--- src/rtl/csc_pkg.sv ---
package csc_pkg;
    parameter int COMP_W = 8;
    parameter int NCH    = 3;
    parameter int COEF_W = 11;
    parameter int OFS_W  = 9;
    parameter int FRAC_W = 8;
    parameter int CFG_AW = 3;
    parameter int CFG_DW = 32;

    localparam int PIX_W     = COMP_W * NCH;
    localparam int X_W       = COMP_W + 2;
    localparam int ACC_W     = COEF_W + X_W + 2;
    localparam int NCOEF     = NCH * NCH;
    localparam int NSLOT     = NCOEF + NCH;
    localparam int NWORD     = NSLOT / 2;
    localparam int CTRL_ADDR = NWORD;
    localparam int HI_LSB    = CFG_DW / 2;

    typedef enum logic [1:0] {
        MODE_BYPASS = 2'd0,
        MODE_YC2RGB = 2'd1,
        MODE_RGB2YC = 2'd2
    } csc_mode_e;
endpackage

--- src/rtl/csc_cfg.sv ---
module csc_cfg
    import csc_pkg::*;
(
    input  logic                     clk,
    input  logic                     rst_n,
    input  logic                     cfg_we,
    input  logic [CFG_AW-1:0]        cfg_addr,
    input  logic [CFG_DW-1:0]        cfg_wdata,
    output csc_mode_e                mode_o,
    output logic signed [COEF_W-1:0] k_o [NCOEF],
    output logic signed [OFS_W-1:0]  d_o [NCH]
);
    logic [CFG_DW-1:0] word_q [NWORD];
    csc_mode_e         mode_q, mode_d;
    logic              ctrl_wr;

    assign ctrl_wr = cfg_we && (cfg_addr == CFG_AW'(CTRL_ADDR));

    // packed weight/offset words
    always_ff @(posedge clk or negedge rst_n) begin
        if (!rst_n) begin
            for (int i = 0; i < NWORD; i++) word_q[i] <= '0;
        end else begin
            for (int i = 0; i < NWORD; i++)
                if (cfg_we && cfg_addr == CFG_AW'(i)) word_q[i] <= cfg_wdata;
        end
    end

    // slot s lives in word s/2, odd slots in the upper half-word
    for (genvar n = 0; n < NCOEF; n++) begin : g_k
        assign k_o[n] = word_q[n/2][(n%2)*HI_LSB +: COEF_W];
    end
    for (genvar j = 0; j < NCH; j++) begin : g_d
        localparam int S = NCOEF + j;
        assign d_o[j] = word_q[S/2][(S%2)*HI_LSB +: OFS_W];
    end

    // mode state register
    always_ff @(posedge clk or negedge rst_n) begin
        if (!rst_n) mode_q <= MODE_BYPASS;
        else        mode_q <= mode_d;
    end

    // mode transitions
    always_comb begin
        mode_d = mode_q;
        if (ctrl_wr) begin
            unique case (cfg_wdata[1:0])
                2'd0:    mode_d = MODE_BYPASS;
                2'd1:    mode_d = MODE_YC2RGB;
                2'd2:    mode_d = MODE_RGB2YC;
                default: mode_d = mode_q;
            endcase
        end
    end

    assign mode_o = mode_q;

    assert_bad_code_keeps_mode_R3: assert property (@(posedge clk) disable iff (!rst_n)
        (ctrl_wr && cfg_wdata[1:0] == 2'd3) |=> (mode_q == $past(mode_q)));

    assert_upper_field_R2: assert property (@(posedge clk) disable iff (!rst_n)
        (cfg_we && cfg_addr == '0) |=> (k_o[1] == $past(cfg_wdata[HI_LSB +: COEF_W])));
endmodule

--- src/rtl/csc_lane.sv ---
module csc_lane
    import csc_pkg::*;
#(
    parameter int ROW = 0
) (
    input  logic                     clk,
    input  logic                     rst_n,
    input  logic                     v1_i,
    input  logic                     v2_i,
    input  csc_mode_e                mode1_i,
    input  logic [COMP_W-1:0]        raw1_i,
    input  logic signed [X_W-1:0]    x_i [NCH],
    input  logic signed [COEF_W-1:0] k_i [NCOEF],
    input  logic signed [OFS_W-1:0]  ofs_i,
    output logic [COMP_W-1:0]        comp_o
);
    localparam logic signed [ACC_W-1:0] RND    = ACC_W'(1 << (FRAC_W - 1));
    localparam logic signed [ACC_W-1:0] SAT_HI = ACC_W'((1 << COMP_W) - 1);

    logic signed [ACC_W-1:0] mac_d, acc2, tot, shifted;
    csc_mode_e               mode2;
    logic [COMP_W-1:0]       raw2, sat, res;

    // stage 2: weighted sum of this row
    always_comb begin
        mac_d = '0;
        for (int i = 0; i < NCH; i++)
            mac_d = mac_d + ACC_W'(k_i[ROW*NCH + i]) * ACC_W'(x_i[i]);
    end

    always_ff @(posedge clk or negedge rst_n) begin
        if (!rst_n) begin
            acc2  <= '0;
            mode2 <= MODE_BYPASS;
            raw2  <= '0;
        end else if (v1_i) begin
            acc2  <= mac_d;
            mode2 <= mode1_i;
            raw2  <= raw1_i;
        end
    end

    // stage 3: post offset, round, clamp
    always_comb begin
        unique case (mode2)
            MODE_RGB2YC: tot = acc2 + (ACC_W'(ofs_i) <<< FRAC_W) + RND;
            default:     tot = acc2 + RND;
        endcase
        shifted = tot >>> FRAC_W;
        if (shifted[ACC_W-1])     sat = '0;
        else if (shifted > SAT_HI) sat = '1;
        else                       sat = shifted[COMP_W-1:0];
        unique case (mode2)
            MODE_BYPASS: res = raw2;
            default:     res = sat;
        endcase
    end

    always_ff @(posedge clk or negedge rst_n) begin
        if (!rst_n)    comp_o <= '0;
        else if (v2_i) comp_o <= res;
    end

    assert_bypass_copy_R5: assert property (@(posedge clk) disable iff (!rst_n)
        (v2_i && mode2 == MODE_BYPASS) |=> (comp_o == $past(raw2)));

    assert_clamp_low_R8: assert property (@(posedge clk) disable iff (!rst_n)
        (v2_i && mode2 != MODE_BYPASS && tot[ACC_W-1]) |=> (comp_o == '0));
endmodule

--- src/rtl/csc_top.sv ---
module csc_top
    import csc_pkg::*;
(
    input  logic              clk,
    input  logic              rst_n,
    input  logic              cfg_we,
    input  logic [CFG_AW-1:0] cfg_addr,
    input  logic [CFG_DW-1:0] cfg_wdata,
    input  logic              in_valid,
    input  logic [PIX_W-1:0]  in_pix,
    output logic              out_valid,
    output logic [PIX_W-1:0]  out_pix
);
    csc_mode_e               cur_mode, mode1;
    logic signed [COEF_W-1:0] kq [NCOEF];
    logic signed [OFS_W-1:0]  dq [NCH];
    logic signed [X_W-1:0]    x1 [NCH];
    logic [COMP_W-1:0]        raw1 [NCH];
    logic                     v1, v2, pre_en;

    csc_cfg u_cfg (
        .clk       (clk),
        .rst_n     (rst_n),
        .cfg_we    (cfg_we),
        .cfg_addr  (cfg_addr),
        .cfg_wdata (cfg_wdata),
        .mode_o    (cur_mode),
        .k_o       (kq),
        .d_o       (dq)
    );

    // offsets go in front of the matrix only when decoding YCbCr
    always_comb begin
        unique case (cur_mode)
            MODE_YC2RGB: pre_en = 1'b1;
            default:     pre_en = 1'b0;
        endcase
    end

    // stage 1: capture pixel and mode, pre-add
    always_ff @(posedge clk or negedge rst_n) begin
        if (!rst_n) begin
            v1        <= 1'b0;
            v2        <= 1'b0;
            out_valid <= 1'b0;
            mode1     <= MODE_BYPASS;
            for (int i = 0; i < NCH; i++) begin
                x1[i]   <= '0;
                raw1[i] <= '0;
            end
        end else begin
            v1        <= in_valid;
            v2        <= v1;
            out_valid <= v2;
            if (in_valid) begin
                mode1 <= cur_mode;
                for (int i = 0; i < NCH; i++) begin
                    raw1[i] <= in_pix[(NCH-1-i)*COMP_W +: COMP_W];
                    x1[i]   <= $signed(X_W'(in_pix[(NCH-1-i)*COMP_W +: COMP_W]))
                             + (pre_en ? X_W'(dq[i]) : '0);
                end
            end
        end
    end

    for (genvar j = 0; j < NCH; j++) begin : g_lane
        csc_lane #(.ROW(j)) u_lane (
            .clk     (clk),
            .rst_n   (rst_n),
            .v1_i    (v1),
            .v2_i    (v2),
            .mode1_i (mode1),
            .raw1_i  (raw1[j]),
            .x_i     (x1),
            .k_i     (kq),
            .ofs_i   (dq[j]),
            .comp_o  (out_pix[(NCH-1-j)*COMP_W +: COMP_W])
        );
    end

    assert_valid_follow_R9: assert property (@(posedge clk) disable iff (!rst_n)
        v2 |=> out_valid);

    assert_valid_idle_R9: assert property (@(posedge clk) disable iff (!rst_n)
        !v2 |=> !out_valid);

    assert_hold_when_idle_R9: assert property (@(posedge clk) disable iff (!rst_n)
        !v2 |=> $stable(out_pix));

    assert_mode_capture_R10: assert property (@(posedge clk) disable iff (!rst_n)
        in_valid |=> (mode1 == $past(cur_mode)));
endmodule

--- config.mk ---
export PLATFORM = sky130hd
export DESIGN_NAME = csc_top
export DESIGN_NICKNAME = d
export VERILOG_FILES = /design/src/rtl/csc_pkg.sv /design/src/rtl/csc_cfg.sv /design/src/rtl/csc_lane.sv /design/src/rtl/csc_top.sv
export SDC_FILE = /design/constraint.sdc
export NUM_CORES = 2
export LEC_CHECK = 0
export ABC_AREA = 1
export BUFFER_PORTS_ARGS = -buffer_cell sky130_fd_sc_hd__buf_2
export CAP_MARGIN = 20
export CORE_UTILIZATION = 60
export DETAILED_ROUTE_END_ITERATION = 10
export HOLD_SLACK_MARGIN = 0.06
export PLACE_DENSITY_LB_ADDON = 0.3
export SKIP_LAST_GASP = 1
export SLEW_MARGIN = 20
export SYNTH_ARGS = -nofsm -noshare
export SYNTH_HDL_FRONTEND = slang
export SYNTH_SLANG_ARGS = --single-unit
--- constraint.sdc ---
create_clock -name clk -period 12.16 [get_ports clk]
set_input_delay 0.608 -clock clk [delete_from_list [all_inputs] [get_ports clk]]
set_output_delay 0.608 -clock clk [all_outputs]
set_load 0.05 [all_outputs]
==> impl_metrics.toml <==
[yosys]
synth_nets = 9526
synthXorXnorAreaFrac = 0.0382
syn_area_um2 = 60100
yosysUniqueCellTypes = 57
synth_top_area_frac = 0.319
synth-simple-area-share = 0.177
yosysTopAreaCell = "fa_1"
synth-seq-cells = 285
synthArstFlopShare = 1.00
yosys-mux-area-fraction = 0.000500
synth_compound_area_frac = 0.0755
synthTopCellsByArea = "fa_1, inv_1, ha_1, nand2_1, dfrtp_1"
netlist_instances = 7917
synthFlopType = "dfrtp_1"
synth-adder-area-share = 0.442
yosysWarnings = 0
ys_seq_area_frac = 0.119
synth_top_family_by_area = "adder cells"
syn_area_per_cell_um2 = 7.59
synth_edf_count = 0

[cts]
cts_htree_levels = 2
ctsHoldBuffers = 0
root_buffer = "clkbuf_16"
cts_setup_buffers = 0
path_clk_slew_ns = 0.07
clock-sinks = 285
cts_tree = "yes"
ctsResizeCount = 0
cts_buffer_depth = 3
clock_latency_ns = 0.59
cts_buffers = 37

[cells_and_area]
fillers = 8646
stdcell_count = 9138
drive_above_1_share = 0.0402
nets = 9410
final_cell_mix = "inv_1, nand2_1, fa_1"
syn2layout_area_growth_pct = 4.42
mostFrequentLayoutCell = "inv_1"

[setup_path]
critPathMostFrequentCell = "fa_1"
r2r-start = "x1[19]$_DFFE_PN0P_"
worstSetupEndpointType = "flop"
slowest_stage = "dfrtp_1"
worst_r2r_path_depth = 30
r2r_slack_ns = 4.13
crit_fanout = 34
r2r_end = "g_lane[0].u_lane.acc2[21]$_DFFE_PN0P_"
cp.arrival_ns = 8.55
slowest_delay_ns = 0.68
required_ns = 12.68
crit_type = "reg2reg"
startpoint_type = "flop"

[place]
placedCellCount = 9049
port_buffers = 77
dp_hpwl_um = 128000
pre_cts_ws_ns = 4.32
gp_congestion = 0.978

[drt]
drt_pre_antenna_iters = 6
wirelength_um = 158000
viasPerCell = 5.42
drt_iter0_markers = 4130
vias = 49500
ant_nets = 0
route.detailed.drc = 0
wl_per_cell_um = 17.3

[status]
status = "finished, final reports clean"

[timing]
worst_slew_pin_slew_ns = 1.05
worst_slack_ns = 4.13
setup-violations-final = 0
rsz0062_at_grt = "false"
maxSlewHeadroom = 0.297
fin_tns_setup_ns = 0
post-route-min-period_ns = 8.03
fmax_mhz = 125
slew_violations = 0
hold_violations = 0
finalCritPeriodShare = 0.660
skew_ns = 0.0299

[die]
core_um2 = 98900
ios = 88
rows = 115
die_area_um2 = 101000
fp.dieH_um = 318
start_util = 0.608
die_x_um = 318

[run]
maxCapViolCount = 0

[grt]
antenna_found_initial = 5
grt_overflow = 0
grt_max_degree = 97
grt_usage = 0.325
grt_pass1_vias = 50400
grt_first_pass_wirelength_um = 262000

[hold_path]
hold_class = "in2async"
[through the flow]
step / area, um^2 / utilization / hold slack [ns]
after global routing: 62700 / 0.634 / 0.116
after CTS: 62700 / 0.634 / 0.0787
after floorplan: 60100 / - / 0.312
final: 62700 / 0.635 / 0.0311
after detailed placement: 61400 / 0.621 / 0.458
after global placement: 61400 / 0.621 / 0.454
[worst max-delay path by stage]
stage / start / end / cells after the start
after floorplan: x1[11]$_DFFE_PN0P_ / g_lane[2].u_lane.acc2[20]$_DFFE_PN0P_ / 34
after global placement: x1[19]$_DFFE_PN0P_ / g_lane[0].u_lane.acc2[21]$_DFFE_PN0P_ / 29
after detailed placement: x1[29]$_DFFE_PN0P_ / g_lane[2].u_lane.acc2[20]$_DFFE_PN0P_ / 32
after CTS: x1[29]$_DFFE_PN0P_ / g_lane[2].u_lane.acc2[20]$_DFFE_PN0P_ / 32
after global routing: x1[11]$_DFFE_PN0P_ / g_lane[0].u_lane.acc2[19]$_DFFE_PN0P_ / 32
final: x1[19]$_DFFE_PN0P_ / g_lane[0].u_lane.acc2[21]$_DFFE_PN0P_ / 30
[synthesized netlist by cell type, drive strengths merged, types with 2 or more instances]
cell type and number:
a31o 2, nand2 1934, a31oi 27, a21boi 10
nor3b 2, buf 16, clkbuf 264, and2 5
o221a 2, o21a 9, a21oi 345, o311ai 4
nor3 65, o22ai 3, nand4 38, nor2 325
a211oi 5, o21ai 336, inv 2100, o31ai 25
ha 589, nand3b 12, or2 40, o21bai 13
a22oi 3, dfrtp 285, mux2i 3, xnor2 106
o211ai 11, nand3 196, nor4 5, fa 957
xor2 156, a21o 18
[logic make-up (layout without fill, tap and decap cells)]
family / Yosys count / count (layout)
AOI/OAI and AO/OA: 817 / 817
xor gates and xnor gates: 262 / 262
adders and majority gates: 1546 / 1546
buffers and inverters: 2381 / 2294
DFF: 285 / 285
muxes: 3 / 3
other: 0 / 21
and+or+nand+nor: 2623 / 2623
[critical path: cells and delay by family (launching register included)]
kind	cells	cell delay [ns]
AO/OA/AOI/OAI	7	1.55
flip-flops	1	0.68
buffers and inverters	6	0.57
adder cells (fa/ha/maj)	8	3.53
AND/OR/NAND/NOR	8	1.12
XOR/XNOR	1	0.46
[cell type report]
class | count | area (um^2) | area share
antenna | 21 | 52.6 | 0.000838
clock buffer | 48 | 1050 | 0.0167
clock inverter | 20 | 238 | 0.00379
inverter | 2101 | 7890 | 0.126
multi-input combinational | 5251 | 44000 | 0.701
sequential | 285 | 7130 | 0.114
tap | 1287 | 1610 | 0.0257
timing repair buffer | 125 | 756 | 0.0120
[routing by layer]
metal	up-vias	global-route usage	wire length (um)
met5	-	0	0
met4	0	0.172	8580
met3	378	0.0594	14100
met2	1929	0.507	70800
met1	24000	0.431	64400
li1	23200	-	-
[registers in the layout, summed over array words and instances, names as in the netlist]
signal and count:
mode1 2, u_cfg.k_o 99, g_lane.u_lane.acc2 48, x1 30, u_cfg.d_o 27, raw1 24, g_lane.u_lane.mode2 2, v1 1
g_lane.u_lane.comp_o 24, u_cfg.mode_o 2, v2 1, g_lane.u_lane.raw2 24, out_valid 1
Power is not shown: default switching activity piles up to over one toggle a cycle in this logic, so the estimate is an artifact.
